===== config.mk =====
export PLATFORM = sky130hd
export DESIGN_NAME = iq_acq_seq
export DESIGN_NICKNAME = d
export VERILOG_FILES = /design/src/rtl/iq_seq_pkg.sv /design/src/rtl/iq_period_timer.sv /design/src/rtl/iq_sel_gen.sv /design/src/rtl/iq_acq_ctrl.sv /design/src/rtl/iq_acq_seq.sv
export SDC_FILE = /design/constraint.sdc
export NUM_CORES = 1
export LEC_CHECK = 0
export BUFFER_PORTS_ARGS = -buffer_cell sky130_fd_sc_hd__buf_4
export CAP_MARGIN = 20
export CORE_MARGIN = 1.5
export CORE_UTILIZATION = 59
export CTS_CLUSTER_DIAMETER = 80
export DETAILED_ROUTE_END_ITERATION = 10
export PLACE_DENSITY = 0.88
export SLEW_MARGIN = 30
export SYNTH_ARGS = -nofsm -noshare
export SYNTH_HDL_FRONTEND = slang
export SYNTH_SLANG_ARGS = --single-unit

===== constraint.sdc =====
create_clock -name clk_i -period 3.7 [get_ports clk_i]
set_clock_uncertainty 0.05 [all_clocks]
set_input_delay 0.37 -clock clk_i [delete_from_list [all_inputs] [get_ports clk_i]]
set_output_delay 0.37 -clock clk_i [all_outputs]
set_load 0.005 [all_outputs]

===== src/rtl/iq_seq_pkg.sv =====
package iq_seq_pkg;
  typedef enum logic [1:0] {
    ST_ARM = 2'd0,
    ST_ACQ = 2'd1,
    ST_REQ = 2'd2
  } acq_state_e;
endpackage


===== src/rtl/iq_period_timer.sv =====
module iq_period_timer #(
  parameter int QUARTER = 4,
  localparam int PERIOD = 4 * QUARTER,
  localparam int POS_W  = $clog2(PERIOD)
) (
  input  logic             clk_i,
  input  logic             rst_ni,
  input  logic             ref_mark_i,
  output logic [POS_W-1:0] pos_o,
  output logic             bound_o
);
  localparam logic [POS_W-1:0] LAST = POS_W'(PERIOD - 1);

  logic [POS_W-1:0] pos_q;

  // a boundary ends the current period: natural wrap or forced realign
  assign bound_o = ref_mark_i | (pos_q == LAST);
  assign pos_o   = pos_q;

  always_ff @(posedge clk_i or negedge rst_ni) begin
    if (!rst_ni)      pos_q <= '0;
    else if (bound_o) pos_q <= '0;
    else              pos_q <= pos_q + 1'b1;
  end
endmodule


===== src/rtl/iq_sel_gen.sv =====
module iq_sel_gen #(
  parameter int QUARTER = 4,
  localparam int PERIOD = 4 * QUARTER,
  localparam int POS_W  = $clog2(PERIOD)
) (
  input  logic [POS_W-1:0] pos_i,
  input  logic             quad_i,
  output logic             sel_o
);
  localparam logic [POS_W:0] Q1 = (POS_W+1)'(QUARTER);
  localparam logic [POS_W:0] Q2 = (POS_W+1)'(2 * QUARTER);
  localparam logic [POS_W:0] Q3 = (POS_W+1)'(3 * QUARTER);

  logic [POS_W:0] pos_x;
  logic           sel_inph;
  logic           sel_quad;

  assign pos_x    = {1'b0, pos_i};
  assign sel_inph = pos_x < Q2;
  assign sel_quad = (pos_x >= Q1) && (pos_x < Q3);
  assign sel_o    = quad_i ? sel_quad : sel_inph;
endmodule


===== src/rtl/iq_acq_ctrl.sv =====
module iq_acq_ctrl
  import iq_seq_pkg::*;
#(
  parameter int CFG_W = 8
) (
  input  logic             clk_i,
  input  logic             rst_ni,
  input  logic             bound_i,
  input  logic [CFG_W-1:0] cfg_i,
  input  logic             rd_done_i,
  output logic             acq_en_o,
  output logic             rd_req_o,
  output logic             tag_o
);
  acq_state_e       state_q, state_d;
  logic [CFG_W-1:0] nper_q, nper_d;
  logic [CFG_W-1:0] cfg_q, cfg_d;
  logic             tag_q, tag_d;
  logic [CFG_W-1:0] cfg_eff;
  logic             last_per;

  assign cfg_eff  = (cfg_i == '0) ? CFG_W'(1) : cfg_i;
  assign last_per = (nper_q == cfg_q - 1'b1);

  always_comb begin
    state_d = state_q;
    nper_d  = nper_q;
    cfg_d   = cfg_q;
    tag_d   = tag_q;
    unique case (state_q)
      ST_ARM: if (bound_i) begin
        state_d = ST_ACQ;
        nper_d  = '0;
        cfg_d   = cfg_eff;
      end
      ST_ACQ: if (bound_i) begin
        if (last_per) state_d = ST_REQ;
        else          nper_d  = nper_q + 1'b1;
      end
      ST_REQ: if (rd_done_i) begin
        state_d = ST_ARM;
        tag_d   = ~tag_q;
      end
      default: state_d = ST_ARM;
    endcase
  end

  always_ff @(posedge clk_i or negedge rst_ni) begin
    if (!rst_ni) begin
      state_q <= ST_ARM;
      nper_q  <= '0;
      cfg_q   <= CFG_W'(1);
      tag_q   <= 1'b0;
    end else begin
      state_q <= state_d;
      nper_q  <= nper_d;
      cfg_q   <= cfg_d;
      tag_q   <= tag_d;
    end
  end

  assign acq_en_o = (state_q == ST_ACQ);
  assign rd_req_o = (state_q == ST_REQ);
  assign tag_o    = tag_q;
endmodule


===== src/rtl/iq_acq_seq.sv =====
module iq_acq_seq #(
  parameter int QUARTER = 4,
  parameter int CFG_W   = 8
) (
  input  logic             clk_i,
  input  logic             rst_ni,
  input  logic             ref_mark_i,
  input  logic             rd_done_i,
  input  logic [CFG_W-1:0] cfg_periods_i,
  output logic             sel_o,
  output logic             acq_en_o,
  output logic             phase_tag_o,
  output logic             rd_req_o
);
  localparam int POS_W = $clog2(4 * QUARTER);

  logic [POS_W-1:0] pos_w;
  logic             bound_w;
  logic             tag_w;

  iq_period_timer #(.QUARTER(QUARTER)) u_timer (
    .clk_i      (clk_i),
    .rst_ni     (rst_ni),
    .ref_mark_i (ref_mark_i),
    .pos_o      (pos_w),
    .bound_o    (bound_w)
  );

  iq_acq_ctrl #(.CFG_W(CFG_W)) u_ctrl (
    .clk_i     (clk_i),
    .rst_ni    (rst_ni),
    .bound_i   (bound_w),
    .cfg_i     (cfg_periods_i),
    .rd_done_i (rd_done_i),
    .acq_en_o  (acq_en_o),
    .rd_req_o  (rd_req_o),
    .tag_o     (tag_w)
  );

  iq_sel_gen #(.QUARTER(QUARTER)) u_sel (
    .pos_i  (pos_w),
    .quad_i (tag_w),
    .sel_o  (sel_o)
  );

  assign phase_tag_o = tag_w;
endmodule


==> impl_metrics.py, run 1 <==
metrics = {
    "clock_network": {
        "cts_tree": "yes",
        "htreeDepth": 1,
        "cts_root_buf": "clkbuf_4",
        "numClockSinks": 23,
        "cts-hold-fix-buffers": 1,
        "cts.clk_slew.worst_paths_ns": 0.12,
        "clock_path_buffers": 2,
        "insertion_delay_ns": 0.31,
        "cts_setup_buffers": 0,
        "cts_buffers": 3,
        "ctsResizeCount": 0,
    },
    "routing": {
        "wl_per_cell_um": 16.1,
        "ant_nets": 0,
        "drt-total-wl_mm": 3.07,
        "vias_per_cell": 6.20,
        "first_iter_violations": 44,
        "first_pass_iters": 4,
        "drcViolationCount": 0,
        "dr_total_vias": 1184,
    },
    "floorplanning": {
        "die_x_um": 52.5,
        "core_area_sq_um": 2250,
        "die_area_sq_um": 2760,
        "die_h_um": 52.5,
        "initial_core_util": 0.642,
        "ios": 16,
        "rows": 17,
    },
    "worst_setup_path": {
        "crit_arrival_ns": 2.65,
        "rr_worst_depth": 9,
        "reg2reg_to": "u_ctrl.nper_q[0]$_DFFE_PN0P_",
        "end_kind": "register",
        "cpMostUsedCell": "o21bai_1",
        "reg2reg_from": "u_ctrl.cfg_q[0]$_DFFE_PN1P_",
        "slowest_delay_ns": 0.60,
        "worstPathRequired_ns": 3.87,
        "crit_fanout": 15,
        "ff2ff_setup_slack_ns": 1.22,
        "crit_type": "register to register",
        "cp_top_family": "compound AO/OA/AOI/OAI gates",
        "path_cells": "inv_1 -> ha_1 -> o21bai_1 -> a211oi_1 -> o21bai_1 -> nand2_2 -> nand2_4 -> mux2_4 -> a22o_1",
        "critical_path.startpoint_type": "register",
        "crit_buf_inv": 1,
        "critPathSlowestCell": "dfstp_2",
    },
    "worst_hold_path": {
        "hold_path.class": "input pin to register",
        "holdPathEnd": "u_ctrl.cfg_q[1]$_DFFE_PN0P_",
        "worstHoldStart": "cfg_periods_i[1]",
        "min_path_cells": 3,
    },
    "final_layout": {
        "drive_gt1_frac": 0.184,
        "n_antenna_cell": 0,
        "areaGrowthSynthToFinish_pct": 9.17,
        "nNetsFinal": 180,
        "num-fill-cells": 181,
    },
    "sta": {
        "setup_violations": 0,
        "finalHoldViolCount": 0,
        "fin_crit_sh": 0.671,
        "finalCriticalPeriod_ns": 2.48,
        "rsz0062_at_grt": "no",
        "slew_headroom": 0.526,
        "max_clock_freq_ghz": 0.403,
        "tns_ns": 0,
        "maxSlewViolCount": 0,
        "worst_slew_pin_slew_ns": 0.709,
    },
    "synthesis": {
        "syn_avg_cell_area_sq_um": 9.45,
        "yosysWarnings": 0,
        "synth-seq-cells": 23,
        "ys.flop_type": "dfrtp_1",
        "mappedNetlistNets": 169,
        "yosysSeqAreaShare": 0.399,
        "synth.distinct_cells": 44,
        "syn_inst": 153,
        "synth-edff-count": 0,
        "netlist_area_sq_um": 1450,
        "async_flop_share": 1.00,
    },
    "run": {
        "cap_viol_max_count": 0,
    },
    "power": {
        "power.density_nw_per_um2": 634,
        "finalPower_mw": 1.00,
        "power_leakage_nw": 0.731,
        "vdd.ir_drop.worst_uv": 440,
    },
    "place": {
        "gp_congestion": 0.826,
        "io_buffers": 15,
        "hpwl_mm": 2.29,
    },
    "grt": {
        "antenna_found_initial": 0,
        "grt_pass1_vias": 1122,
        "grt_overflow": 0,
        "grt_pass1_wl_mm": 5.18,
        "grt_max_degree": 24,
        "track_usage": 0.260,
    },
    "status": {
        "status": "finished clean",
    },
}
-- worst max-delay path by stage --
stage / startpoint / to / slack (ns) / depth (start not counted)
after CTS: u_ctrl.cfg_q[0]$_DFFE_PN1P_ / u_ctrl.nper_q[0]$_DFFE_PN0P_ / 1.27 / 9
after global placement: u_ctrl.cfg_q[0]$_DFFE_PN1P_ / u_ctrl.nper_q[0]$_DFFE_PN0P_ / 1.43 / 8
final: u_ctrl.cfg_q[0]$_DFFE_PN1P_ / u_ctrl.nper_q[0]$_DFFE_PN0P_ / 1.22 / 9
after detailed placement: u_ctrl.cfg_q[0]$_DFFE_PN1P_ / u_ctrl.nper_q[0]$_DFFE_PN0P_ / 1.29 / 9
after floorplan: u_ctrl.cfg_q[0]$_DFFE_PN1P_ / u_ctrl.nper_q[0]$_DFFE_PN0P_ / 1.54 / 10
after global routing: u_ctrl.cfg_q[0]$_DFFE_PN1P_ / u_ctrl.nper_q[0]$_DFFE_PN0P_ / 1.12 / 9
-- area by class of cell --
cell class,count,area [sq um],share of cell area
Timing Repair Buffer,16,123,0.0777
Sequential cell,23,577,0.365
Multi-Input combinational cell,116,802,0.508
Clock inverter,1,5.00,0.00317
Tap cell,28,35.0,0.0222
Clock buffer,3,22.5,0.0143
Inverter,4,15.0,0.00951
-- through the flow --
step	cells	instance area [sq um]	hold WS (ns)	setup WS, ns	util
2_1_floorplan	153	1450	0.0244	1.54	-
3_3_place_gp	186	1540	0.224	1.43	0.684
3_5_place_dp	186	1540	0.230	1.29	0.684
4_1_cts	191	1580	0.211	1.27	0.700
5_1_grt	191	1580	0.217	1.12	0.700
6_report	191	1580	0.216	1.22	0.700
-- worst min-delay path, cell delays in order --
cell     delay [ns]
buf_4          0.08
nand2_1        0.04
o21ai_0        0.06
-- layer usage --
layer | wire, um | global-route usage | vias to the layer above
met5 | 0 | 0 | -
met3 | 166 | 0.0400 | 7
met2 | 1630 | 0.456 | 52
met4 | 63 | 0.124 | 0
li1 | - | - | 567
met1 | 1210 | 0.306 | 558
-- power by group --
part | leakage (nW) | internal [mW] | switching, mW
clock network | 0.0177 | 0.0405 | 0.0753
registers | 0.272 | 0.332 | 0.147
logic | 0.441 | 0.209 | 0.196
total | 0.731 | 0.582 | 0.418
-- sequential cells by signal, summed over array words and instances (netlist names) --
name and cells:
u_ctrl.cfg_q 8, u_ctrl.state_q 2, u_ctrl.tag_o 1, u_ctrl.nper_q 8, u_timer.pos_o 4
-- placed cells by master, fill, tap and decap left out, drive strengths merged, types with 2 or more instances in the layout --
| cell | count |
|---|---|
| a41o | 3 |
| nor4 | 3 |
| nand4 | 4 |
| xor2 | 6 |
| xnor2 | 7 |
| o21bai | 2 |
| nor2 | 14 |
| nand2 | 15 |
| nand3b | 2 |
| a31oi | 4 |
| and3 | 2 |
| mux2 | 7 |
| o21ai | 4 |
| a21o | 3 |
| nand3 | 5 |
| a21oi | 8 |
| dfrtp | 22 |
| inv | 4 |
| o211ai | 3 |
| buf | 15 |
| clkbuf | 3 |
| nor2b | 4 |
| a211oi | 3 |
| ha | 4 |
-- kinds of logic after synthesis --
logic type | share of synthesized area
DFF | 0.399
muxes | 0.0640
xor gates and xnor gates | 0.0787
and+or+nand+nor | 0.216
buffers and inverters | 0.0467
AOI/OAI and AO/OA | 0.161
adders and majority gates | 0.0346
-- synth_stat cells, types with 2 or more instances --
| master | instances | area [sq um] |
|---|---|---|
| nand2_1 | 13 | 48.8 |
| a41o_1 | 3 | 30.0 |
| and3_1 | 2 | 12.5 |
| nand3b_1 | 2 | 15.0 |
| inv_1 | 4 | 15.0 |
| dfrtp_1 | 22 | 551 |
| mux2_2 | 6 | 67.6 |
| buf_2 | 3 | 15.0 |
| a211oi_1 | 3 | 22.5 |
| nand4_1 | 4 | 25.0 |
| nor2b_1 | 4 | 25.0 |
| a21oi_1 | 8 | 40.0 |
| clkbuf_1 | 5 | 18.8 |
| xnor2_1 | 7 | 61.3 |
| nor4_1 | 2 | 12.5 |
| xor2_1 | 6 | 52.6 |
| nand3_1 | 5 | 25.0 |
| o21bai_1 | 2 | 15.0 |
| o21ai_0 | 4 | 20.0 |
| o211ai_1 | 3 | 22.5 |
| ha_1 | 4 | 50.1 |
| a31oi_1 | 4 | 25.0 |
| a21o_1 | 3 | 22.5 |
| nor2_1 | 14 | 52.6 |
Power figures use the tool's default switching activity.
==> run 2, diff against run 1 <==
Settings changed: CORE_UTILIZATION 59 to 57, PLACE_DENSITY 0.88 to 0.86.
Clock period 3.7 ns to 2.3 ns, I/O delays scaled along.
==> run 2 against run 1 <==
  * Non-clock buffer count up 5
  * Combinational power up 80%
  * Hold slack worse by 0.14 ns
  * Clock power up 65%
  * Die area up 3.3%
  * Via count down 1.1%
  * First-iteration DRC count down 41%
  * Flip-flop and latch count unchanged
  * Critical path depth down 1
  * Global-route usage down 0.77 points
  * Wire length down 1.7%
  * Sequential power up 59%
  * Critical path type unchanged
  * Largest cell class unchanged
==> impl_metrics.py, run 2 (synthesis results as in run 1) <==
metrics = {
    "place": {
        "io_buffers": 15,
        "gp_congestion": 0.761,
        "hpwl_mm": 2.18,
        "place_area_sq_um": 1570,
        "placedCellCount": 191,
        "post-place-ws_ns": 0.0264,
    },
    "floorplanning": {
        "ios": 16,
        "rows": 18,
        "die_area_sq_um": 2850,
        "die_h_um": 53.4,
        "core_area_sq_um": 2430,
        "die_x_um": 53.4,
        "initial_core_util": 0.595,
    },
    "clock_network": {
        "cts.clk_slew.worst_paths_ns": 0.13,
        "cts_buffers": 3,
        "cts_root_buf": "clkbuf_4",
        "htreeDepth": 1,
        "cts_tree": "yes",
        "insertion_delay_ns": 0.32,
        "numClockSinks": 23,
        "clock_path_buffers": 2,
    },
    "final_layout": {
        "regArea_sq_um": 577,
        "drive_gt1_frac": 0.232,
        "layout_commonest_cell": "dfrtp_1",
        "areaGrowthSynthToFinish_pct": 13.9,
        "finalInstanceArea_sq_um": 1650,
        "finalNonFillerCells": 198,
        "num-fill-cells": 192,
        "multi_input_area_sq_um": 827,
        "layout_common_cells": "22 x dfrtp_1, 19 x buf_4, 14 x nor2_1, 13 x nand2_1, 8 x a21oi_1",
        "n_antenna_cell": 0,
        "nNetsFinal": 185,
    },
    "worst_setup_path": {
        "end_kind": "register",
        "worstPathRequired_ns": 2.47,
        "slowest_delay_ns": 0.58,
        "critPathSlowestCell": "dfstp_2",
        "crit_type": "register to register",
        "crit_fanout": 8,
        "path_cells": "inv_1 -> ha_4 -> xor2_1 -> o211ai_1 -> and4_4 -> nand2_4 -> mux2_4 -> a22o_1",
        "critical_path.startpoint_type": "register",
        "crit_arrival_ns": 2.35,
    },
    "routing": {
        "vias_per_cell": 5.91,
        "drt-total-wl_mm": 3.02,
        "wl_per_cell_um": 15.2,
        "first_iter_violations": 26,
        "drcViolationCount": 0,
        "dr_total_vias": 1171,
        "ant_nets": 0,
        "first_pass_iters": 4,
    },
    "sta": {
        "fin_crit_sh": 0.950,
        "maxSlewViolCount": 0,
        "worst_slew_pin_slew_ns": 0.637,
        "setup_violations": 0,
        "finalHoldViolCount": 0,
        "tns_ns": 0,
        "slew_headroom": 0.574,
        "rsz0062_at_grt": "no",
        "finalCriticalPeriod_ns": 2.19,
        "max_clock_freq_ghz": 0.458,
        "finalWorstSetupSlack_ns": 0.114,
    },
    "power": {
        "seqPwrFrac": 0.453,
        "power_frac_comb": 0.433,
        "pwr-share-clk": 0.114,
        "power_switching_uw": 699,
        "finalPower_mw": 1.68,
        "p_int_uw": 981,
        "vdd.ir_drop.worst_uv": 756,
        "power.density_nw_per_um2": 1020,
        "power_leakage_nw": 0.761,
        "sw_frac_of_total": 0.416,
    },
    "worst_hold_path": {
        "hold_path.class": "input pin to register",
    },
    "run": {
        "cap_viol_max_count": 0,
    },
    "grt": {
        "grt_max_degree": 24,
        "grt_pass1_wl_mm": 5.20,
        "grt_overflow": 0,
        "track_usage": 0.252,
        "antenna_found_initial": 0,
        "grt_pass1_vias": 1167,
    },
    "status": {
        "status": "finished clean",
    },
}
## run 2: cell count changes in the layout (fill, tap and decap cells not counted), sizes merged
cell | previous run | this run
buf | 15 | 20
## run 2: worst paths after layout
check,start,to,slack [ns],cells after the start
setup / recovery,u_ctrl.cfg_q[0]$_DFFE_PN1P_,u_ctrl.nper_q[0]$_DFFE_PN0P_,0.11,8
setup reg to reg,u_ctrl.cfg_q[0]$_DFFE_PN1P_,u_ctrl.nper_q[0]$_DFFE_PN0P_,0.11,8
hold reg to reg,u_timer.pos_o[0]$_DFF_PN0_,u_timer.pos_o[0]$_DFF_PN0_,0.43,1
hold / removal,cfg_periods_i[1],u_ctrl.cfg_q[1]$_DFFE_PN0P_,0.08,3
min in group asynchronous,rst_ni,u_timer.pos_o[1]$_DFF_PN0_,0.28,2
max in group asynchronous,rst_ni,u_ctrl.cfg_q[0]$_DFFE_PN1P_,1.64,2
## run 2: final cells by class
cell class / instances / share of cell area
flip-flops and latches: 23 / 0.350
clock buffers: 3 / 0.0137
well taps: 30 / 0.0228
clock inverters: 1 / 0.00304
repair buffers: 21 / 0.0995
multi-input cells: 116 / 0.502
inverters: 4 / 0.00911
## run 2: timing repair
item | 4_1_cts | 5_1_grt
endpoints found under the hold margin | 23 | 0
buffers inserted | 0 | 2
pin swaps | 0 | 3
resized for setup | 1 | 5
setup endpoints to repair | 2 | 7
hold buffers | 1 | 0
## run 2: metal layers
| metal | track usage | vias up | wire (um) |
|---|---|---|---|
| met2 | 0.430 | 27 | 1520 |
| li1 | - | 576 | - |
| met3 | 0.0395 | 9 | 88 |
| met5 | 0 | - | 0 |
| met1 | 0.308 | 559 | 1340 |
| met4 | 0.115 | 0 | 71 |
## run 2: power groups by stage
stage	logic [mW]	clock network, mW	registers (mW)
after detailed placement	0.644	0	0.764
final	0.728	0.191	0.761
after global routing	0.808	0.211	0.786
after global placement	0.598	0	0.750
after CTS	0.655	0.194	0.756
after floorplan	0.626	0	0.648
## run 2: critical path: cells and delay by family (launching register included)
family	cells	cell delay [ns]
DFF	1	0.58
AOI/OAI and AO/OA	2	0.39
and+or+nand+nor	2	0.32
xor gates and xnor gates	1	0.17
buffers and inverters	1	0.08
muxes	1	0.29
adders and majority gates	1	0.20
## run 2: metrics by stage
| stage | hold WS [ns] | util |
|---|---|---|
| detailed placement | 0.0889 | 0.644 |
| floorplan | -0.116 | - |
| finish | 0.0762 | 0.677 |
| global route | 0.0734 | 0.677 |
| global placement | 0.0868 | 0.644 |
| CTS | 0.0728 | 0.660 |
==> run 3, diff against run 2 <==
Settings changed: GPL_TIMING_DRIVEN set to 0.
==> run 3 against run 2 <==
  * Utilization down 0.051 points
  * Sequential power fell by 11%
  * Global-route usage shrank 0.34 points
  * Hold slack gained 0.0095 ns
  * Maximum frequency down 1.5%
  * Final cell count increased by 2.5%
  * Largest power group is now combinational logic
==> impl_metrics.py, run 3 (synthesis results as in run 1) <==
metrics = {
    "floorplanning": {
        "initial_core_util": 0.595,
        "rows": 18,
        "die_x_um": 53.4,
        "core_area_sq_um": 2430,
        "ios": 16,
        "die_h_um": 53.4,
        "die_area_sq_um": 2850,
    },
    "grt": {
        "grt_pass1_vias": 1127,
        "grt_pass1_wl_mm": 5.09,
        "track_usage": 0.249,
        "grt_max_degree": 24,
        "antenna_found_initial": 0,
        "grt_overflow": 0,
    },
    "worst_hold_path": {
        "hold_path.class": "input pin to register",
    },
    "routing": {
        "drcViolationCount": 0,
        "ant_nets": 0,
        "first_pass_iters": 4,
        "dr_total_vias": 1197,
        "vias_per_cell": 5.90,
        "wl_per_cell_um": 15.6,
        "drt-total-wl_mm": 3.18,
        "first_iter_violations": 27,
    },
    "worst_setup_path": {
        "crit_type": "register to register",
        "slowest_delay_ns": 0.56,
        "path_cells": "inv_1 -> ha_2 -> xnor2_1 -> a211oi_1 -> and4_4 -> nand2_4 -> mux2_4 -> a22o_1",
        "cp_top_family": "flip-flops",
        "critPathSlowestCell": "dfstp_2",
        "worstPathRequired_ns": 2.47,
        "critical_path.startpoint_type": "register",
        "crit_buf_inv": 1,
        "crit_arrival_ns": 2.39,
        "crit_fanout": 6,
        "end_kind": "register",
    },
    "power": {
        "power_leakage_nw": 0.758,
        "vdd.ir_drop.worst_uv": 592,
        "power.density_nw_per_um2": 1030,
    },
    "final_layout": {
        "layout_common_cells": "22 x dfrtp_1, 17 x buf_4, 14 x nor2_1, 13 x nand2_1, 8 x a21oi_1",
        "layout_commonest_cell": "dfrtp_1",
        "areaGrowthSynthToFinish_pct": 13.8,
        "finalNonFillerCells": 203,
        "nNetsFinal": 190,
        "drive_gt1_frac": 0.220,
        "n_antenna_cell": 0,
    },
    "sta": {
        "worst_slew_pin_slew_ns": 0.642,
        "slew_headroom": 0.571,
        "max_clock_freq_ghz": 0.451,
        "tns_ns": 0,
        "setup_violations": 0,
        "maxSlewViolCount": 0,
        "rsz0062_at_grt": "no",
        "fin_crit_sh": 0.965,
        "finalCriticalPeriod_ns": 2.22,
        "finalHoldViolCount": 0,
    },
    "clock_network": {
        "clock_path_buffers": 2,
        "insertion_delay_ns": 0.31,
        "cts.clk_slew.worst_paths_ns": 0.13,
        "cts_tree": "yes",
        "cts_buffers": 3,
        "numClockSinks": 23,
        "htreeDepth": 1,
        "cts_root_buf": "clkbuf_4",
    },
    "place": {
        "placedCellCount": 198,
        "gp_congestion": 0.796,
        "io_buffers": 15,
        "hpwl_mm": 2.33,
    },
    "run": {
        "cap_viol_max_count": 0,
    },
    "status": {
        "status": "finished clean",
    },
}
-- run 3: cell types whose count changed in the layout (fill, tap and decap cells not counted) --
cell / previous run / this run
ha_4: 1 / 0
buf_2: 0 / 2
ha_2: 0 / 1
clkbuf_1: 0 / 5
a211oi_1: 1 / 2
buf_4: 19 / 17
a211oi_2: 2 / 1
-- run 3: final timing paths --
path                                             start                      endpoint  slack, ns  cells after the start
min reg2reg                 u_timer.pos_o[0]$_DFF_PN0_    u_timer.pos_o[0]$_DFF_PN0_       0.43                      1
min in group asynchronous                       rst_ni    u_timer.pos_o[1]$_DFF_PN0_       0.27                      2
max reg2reg                u_ctrl.cfg_q[0]$_DFFE_PN1P_  u_ctrl.nper_q[0]$_DFFE_PN0P_       0.08                      8
min                                   cfg_periods_i[1]   u_ctrl.cfg_q[1]$_DFFE_PN0P_       0.09                      3
max in group asynchronous                       rst_ni   u_ctrl.cfg_q[0]$_DFFE_PN1P_       1.65                      2
max                        u_ctrl.cfg_q[0]$_DFFE_PN1P_  u_ctrl.nper_q[0]$_DFFE_PN0P_       0.08                      8
-- run 3: layout make-up --
class	instances	area, sq um
repair buffers	17	130
fillers	203	786
clock inverters	1	5.00
flip-flops and latches	23	577
inverters	4	15.0
multi-input cells	116	812
plain buffers	9	47.5
clock buffers	3	22.5
well taps	30	37.5
-- run 3: routing by layer --
layer | track usage | up-vias | part of all wire | wire (um)
li1 | - | 588 | - | -
met1 | 0.299 | 585 | 0.44 | 1380
met2 | 0.440 | 20 | 0.53 | 1680
met3 | 0.0424 | 4 | 0.024 | 75
met4 | 0.0855 | 0 | 0.013 | 40
met5 | 0 | - | 0 | 0
-- run 3: timing repair --
| item | CTS | global route |
|---|---|---|
| endpoints found under the setup margin | 7 | 4 |
| endpoints found under the hold margin | 22 | 0 |
| pin swaps | 0 | 1 |
| buffers inserted | 1 | 0 |
| hold buffers | 1 | 0 |
| gates resized for setup | 2 | 1 |
-- run 3: power by group --
part           leakage, nW  switching, mW  internal [mW]
Clock               0.0177          0.126         0.0650
Combinational        0.469          0.441          0.392
Sequential           0.272          0.141          0.534
-- run 3: tightest hold or removal path: stages --
cell and delay (ns):
buf_4 0.08, nand2_1 0.04, o21ai_0 0.07
-- run 3: through the flow --
step	hold slack, ns	setup WS, ns	util	area, sq um	total power, mW
final	0.0857	0.0807	0.677	1650	1.70
after global routing	0.0914	0.0280	0.677	1650	1.81
after CTS	0.0779	0.0115	0.676	1640	1.69
after detailed placement	0.0928	-0.0921	0.656	1600	1.47
after global placement	0.0836	0.0412	0.656	1600	1.39
after floorplan	-0.116	0.136	-	1450	1.27
